<file path="config.mk">
export PLATFORM = sky130hd
export DESIGN_NAME = pwr_clk_ctl
export DESIGN_NICKNAME = d
export VERILOG_FILES = /design/src/rtl/pwr_clk_ctl.sv
export SDC_FILE = /design/constraint.sdc
export NUM_CORES = 1
export LEC_CHECK = 0
export ABC_AREA = 0
export CAP_MARGIN = 0
export CORE_MARGIN = 8
export CORE_UTILIZATION = 50
export CTS_BUF_LIST = sky130_fd_sc_hd__clkbuf_8
export CTS_CLUSTER_DIAMETER = 150
export CTS_CLUSTER_SIZE = 24
export DETAILED_ROUTE_END_ITERATION = 8
export GPL_TIMING_DRIVEN = 0
export HOLD_SLACK_MARGIN = 0.05
export PLACE_DENSITY = 0.87
export SYNTH_ARGS = -nofsm -noshare
export SYNTH_HDL_FRONTEND = slang
export SYNTH_SLANG_ARGS = --single-unit
</file>
<file path="constraint.sdc">
create_clock -name osc_clk -period 3.1 [get_ports osc_clk]
set_input_delay 0.93 -clock osc_clk [delete_from_list [all_inputs] [get_ports osc_clk]]
set_output_delay 0.93 -clock osc_clk [all_outputs]
set_load 0.01 [all_outputs]
</file>
<file path="src/rtl/pwr_clk_ctl.sv">
module pwr_clk_ctl #(
  parameter int MC_TICKS    = 6,
  parameter int RST_MC      = 2,
  parameter int SYNC_STAGES = 2
) (
  input  logic osc_clk,
  input  logic pwr_on_n,
  input  logic rst_pin,
  input  logic idle_req,
  input  logic pd_req,
  input  logic irq_pend,
  output logic int_tick,
  output logic cpu_clk_en,
  output logic per_clk_en,
  output logic osc_run,
  output logic sys_rst,
  output logic sfr_rst,
  output logic ram_wr_en,
  output logic ram_keep
);
  localparam int QUAL = MC_TICKS * RST_MC;
  localparam int CW   = $clog2(QUAL + 1);
  localparam logic [CW-1:0] QMAX  = CW'(QUAL);
  localparam logic [CW-1:0] QLAST = CW'(QUAL - 1);

  typedef enum logic [2:0] {S_RUN, S_IDLE, S_IRST, S_PD, S_WAKE} mode_t;

  mode_t st, nxt;
  logic [SYNC_STAGES-1:0] sync_q;
  logic [CW-1:0] cnt;
  logic tog, pin_q, set_cond;

  assign pin_q    = sync_q[SYNC_STAGES-1];
  assign set_cond = pin_q && (cnt >= QLAST);

  always_ff @(posedge osc_clk or negedge pwr_on_n)
    if (!pwr_on_n) sync_q <= '0;
    else           sync_q <= {sync_q[SYNC_STAGES-2:0], rst_pin};

  always_ff @(posedge osc_clk or negedge pwr_on_n)
    if (!pwr_on_n)         tog <= 1'b0;
    else if (st == S_PD)   tog <= 1'b0;
    else                   tog <= ~tog;

  always_ff @(posedge osc_clk or negedge pwr_on_n)
    if (!pwr_on_n)                cnt <= '0;
    else if (!pin_q)              cnt <= '0;
    else if (tog && cnt != QMAX)  cnt <= cnt + 1'b1;

  always_ff @(posedge osc_clk or negedge pwr_on_n)
    if (!pwr_on_n) begin
      sys_rst <= 1'b0;
      sfr_rst <= 1'b0;
    end else begin
      sfr_rst <= tog && set_cond && !sys_rst;
      if (tog) sys_rst <= set_cond;
    end

  always_comb begin
    nxt = st;
    case (st)
      S_RUN:  if (!sys_rst && tog) begin
                if (pd_req)        nxt = S_PD;
                else if (idle_req) nxt = S_IDLE;
              end
      S_IDLE: if (sys_rst)               nxt = S_RUN;
              else if (pin_q)            nxt = S_IRST;
              else if (tog && irq_pend)  nxt = S_RUN;
      S_IRST: if (sys_rst)      nxt = S_RUN;
              else if (!pin_q)  nxt = S_IDLE;
      S_PD:   if (pin_q)        nxt = S_WAKE;
      S_WAKE: if (sys_rst)      nxt = S_RUN;
              else if (!pin_q)  nxt = S_PD;
      default: nxt = S_RUN;
    endcase
  end

  always_ff @(posedge osc_clk or negedge pwr_on_n)
    if (!pwr_on_n) st <= S_RUN;
    else           st <= nxt;

  always_ff @(posedge osc_clk or negedge pwr_on_n)
    if (!pwr_on_n)                       ram_keep <= 1'b0;
    else if (st == S_RUN && nxt == S_PD) ram_keep <= 1'b1;
    else if (st == S_RUN && !sys_rst)    ram_keep <= 1'b0;

  assign int_tick   = tog;
  assign osc_run    = (st != S_PD);
  assign per_clk_en = (st == S_RUN) || (st == S_IDLE) || (st == S_IRST);
  assign cpu_clk_en = (st == S_RUN) || (st == S_IRST);
  assign ram_wr_en  = (st == S_RUN) || (st == S_IDLE);
endmodule

</file>
==> results.cfg <==
[status]
status = finished clean

[synthesis]
syn_nets = 79
synthCells = 71
ys_ff_latch = 13
synth_xor_area_share_pct = 1.28
synth_compound_area_share_pct = 15.8
ys_seq_area_share_pct = 47.4
synth_ff_type = dfrtp_1
synth-async-reset-ratio_pct = 100
synthAdderAreaFrac_pct = 3.64
synth_area_leaders = dfrtp_1 (47%), buf_6 (4.9%), ha_1 (3.6%)
yosys.area.top_type = dfrtp_1
yosysWarnings = 0
synth_mux_area_share_pct = 1.46
synth_top_family_by_area = simple AND/OR/NAND/NOR gates
synth_simple_gate_area_share_pct = 20.4
synth.cell_area_um2 = 687
synth-edff-count = 0
synth.top_cell.area_share_pct = 47.4
syn_avg_cell_area_um2 = 9.67
synth_cell_types = 30

[drt]
ant_nets = 0
avgViaCountPerCell = 5.78
drt-total-wl_um = 1550
drt-pass1-iter-count = 4
drc = 0
vias = 595
drt_iter0_markers = 5
wl_per_cell_um = 15.1

[place]
gp_congestion = 0.782
dpl.hpwl_um = 1150
io_buffers = 13
pre_cts_ws_ns = 0.920

[power_and_ir_drop]
power_density_nw_per_um2 = 840
p_sw_mw = 0.267
switching_share_pct = 36.0
irDropWorstVdd_mv = 0.444
intPower_mw = 0.473
p_leak_nw = 0.395
sequentialPowerShare_pct = 31.8
power_frac_comb_pct = 48.5
clockPowerShare_pct = 19.7

[grt]
antenna_found_initial = 0
grt_pass1_wl_um = 2420
first_global_vias = 562
grt_start_max_net_pins = 14
gr-usage-all-layers_pct = 11.3
grt_overflow = 0

[floorplanning]
io_pins = 14
fp.dieW_um = 53.1
die-area_um2 = 2820
rows = 13
die_h_um = 53.1
start_util_pct = 53.5
core_um2 = 1280

[timing]
tightest_slew_ns = 0.573
rsz0062_at_grt = false
max_freq_ghz = 0.411
holdWs_ns = 0.375
relSlewSlack_pct = 61.7
drv_slew = 0
final_hold_viol_count = 0
min_period_over_period_pct = 78.4
setup_violations = 0
setup_slack_ns = 0.669
clock_skew_ns = 0.00230
finalCriticalPeriod_ns = 2.43
tns_ns = 0

[final_layout]
num_antenna_cells = 0
synthToLayoutAreaGrowth_pct = 28.2
drive_gt1_share_pct = 9.09
finalNetCount = 97
final_util_pct = 68.5

[clock_tree]
root_buffer = clkbuf_8
htree_levels = 1
tritoncts = yes
ctsHoldBuffers = 0
clock-sinks = 13
cts_resized = 0
clk-insertion-delay-late_ns = 0.24
cts_made_buffers = 3
clockBufferDepth = 2
postCtsSetupRepairBufs = 0
worst_setup_hold_path_clk_slew_ns = 0.05

[setup_path]
cp.required_ns = 2.17
cp-end-kind = output pin
critical_path.max_fanout = 10
path_class = flip-flop to output pin
cp-start-kind = flip-flop
r2r_cells = 4
cp_data_arrival_time_ns = 1.50

[worst_hold_path]
hold_depth = 0
min_path_type = flip-flop to flip-flop

[job]
max_cap_viol_count = 0
-- path summary, 6_finish.rpt --
path	start	end	slack, ns
min reg2reg	sync_q[0]	sync_q[1]	0.38
min in group asynchronous	pwr_on_n	int_tick	1.06
min	sync_q[0]	sync_q[1]	0.38
max in group asynchronous	pwr_on_n	cnt[0]	1.67
max reg2reg	st[2]	st[0]	1.57
max	st[0]	osc_run	0.67
-- critical path, cell delays in order, from the launching register on --
cell and delay, ns:
dfrtp_1 0.40, buf_6 0.15, nand3b_1 0.15, clkdlybuf4s50_1 0.56
-- flip-flops by register name (all words and copies together) (netlist names) --
signal / flops
sync_q: 2
sfr_rst: 1
ram_keep: 1
int_tick: 1
sys_rst: 1
cnt: 4
st: 3
-- per-layer routing --
| metal | vias up | track usage, % | routed length (µm) |
|---|---|---|---|
| met2 | 21 | 21.3 | 766 |
| met4 | 0 | 5.04 | 19 |
| met5 | - | 0 | 0 |
| met1 | 283 | 10.8 | 621 |
| li1 | 287 | - | - |
| met3 | 4 | 3.64 | 146 |
-- cell usage in the layout, fill, tap and decap left out --
| master | Yosys | layout |
|---|---|---|
| buf_2 | 1 | 1 |
| and2_1 | 1 | 1 |
| nor3_1 | 3 | 3 |
| clkdlybuf4s50_1 | 0 | 13 |
| buf_4 | 1 | 1 |
| a31oi_1 | 1 | 1 |
| a21oi_1 | 4 | 4 |
| o211ai_1 | 1 | 1 |
| nand2_1 | 4 | 4 |
| inv_1 | 6 | 7 |
| or4_1 | 1 | 1 |
| nand4b_1 | 1 | 1 |
| xor2_1 | 1 | 1 |
| o21bai_1 | 1 | 1 |
| nor2b_1 | 1 | 1 |
| o21ai_0 | 5 | 5 |
| o21a_1 | 1 | 1 |
| nand3b_1 | 1 | 1 |
| nand3_1 | 5 | 5 |
| nor2_1 | 4 | 4 |
| dfrtp_1 | 13 | 13 |
| and3b_1 | 1 | 1 |
| buf_6 | 3 | 3 |
| o32a_1 | 1 | 1 |
| nor4_1 | 2 | 2 |
| o31ai_1 | 1 | 1 |
| mux2i_1 | 1 | 1 |
| ha_1 | 2 | 2 |
| clkbuf_8 | 0 | 3 |
| and3_1 | 2 | 2 |
| a311oi_1 | 1 | 1 |
| o221ai_1 | 1 | 1 |
-- Yosys cell counts, types with 2 or more instances --
library cell	instances
nand2_1	4
nor4_1	2
dfrtp_1	13
inv_1	6
nand3_1	5
ha_1	2
and3_1	2
o21ai_0	5
nor2_1	4
buf_6	3
nor3_1	3
a21oi_1	4
-- through the flow --
step           cells  total power [mW]  instance area [µm²]
3_3_place_gp      99             0.575                  836
6_report         103             0.740                  881
3_5_place_dp      99             0.597                  836
5_1_grt          103             0.777                  881
4_1_cts          103             0.744                  881
2_1_floorplan     71             0.458                  687
-- cell type report --
class                           instances  area [µm²]
Multi-Input combinational cell         47         293
Clock buffer                            3        41.3
Inverter                                6        22.5
Clock inverter                          1        3.75
Fill cell                             107         404
Sequential cell                        13         325
Tap cell                               15        18.8
Buffer                                  5        46.3
Timing Repair Buffer                   13         130
-- cells by family after synthesis --
logic type                 Yosys count
DFF                                 13
AOI/OAI and AO/OA                   17
buffers and inverters               11
adders and majority gates            2
muxes                                1
xor gates and xnor gates             1
and+or+nand+nor                     26
-- power by group through the flow --
stage / combinational (mW) / sequential, mW / clock [mW]
after floorplan: 0.220 / 0.238 / 0
after global placement: 0.341 / 0.235 / 0
after detailed placement: 0.359 / 0.238 / 0
after CTS: 0.359 / 0.235 / 0.150
after global routing: 0.382 / 0.239 / 0.156
final: 0.359 / 0.235 / 0.146
No activity file was read; power rests on OpenSTA's default activity.
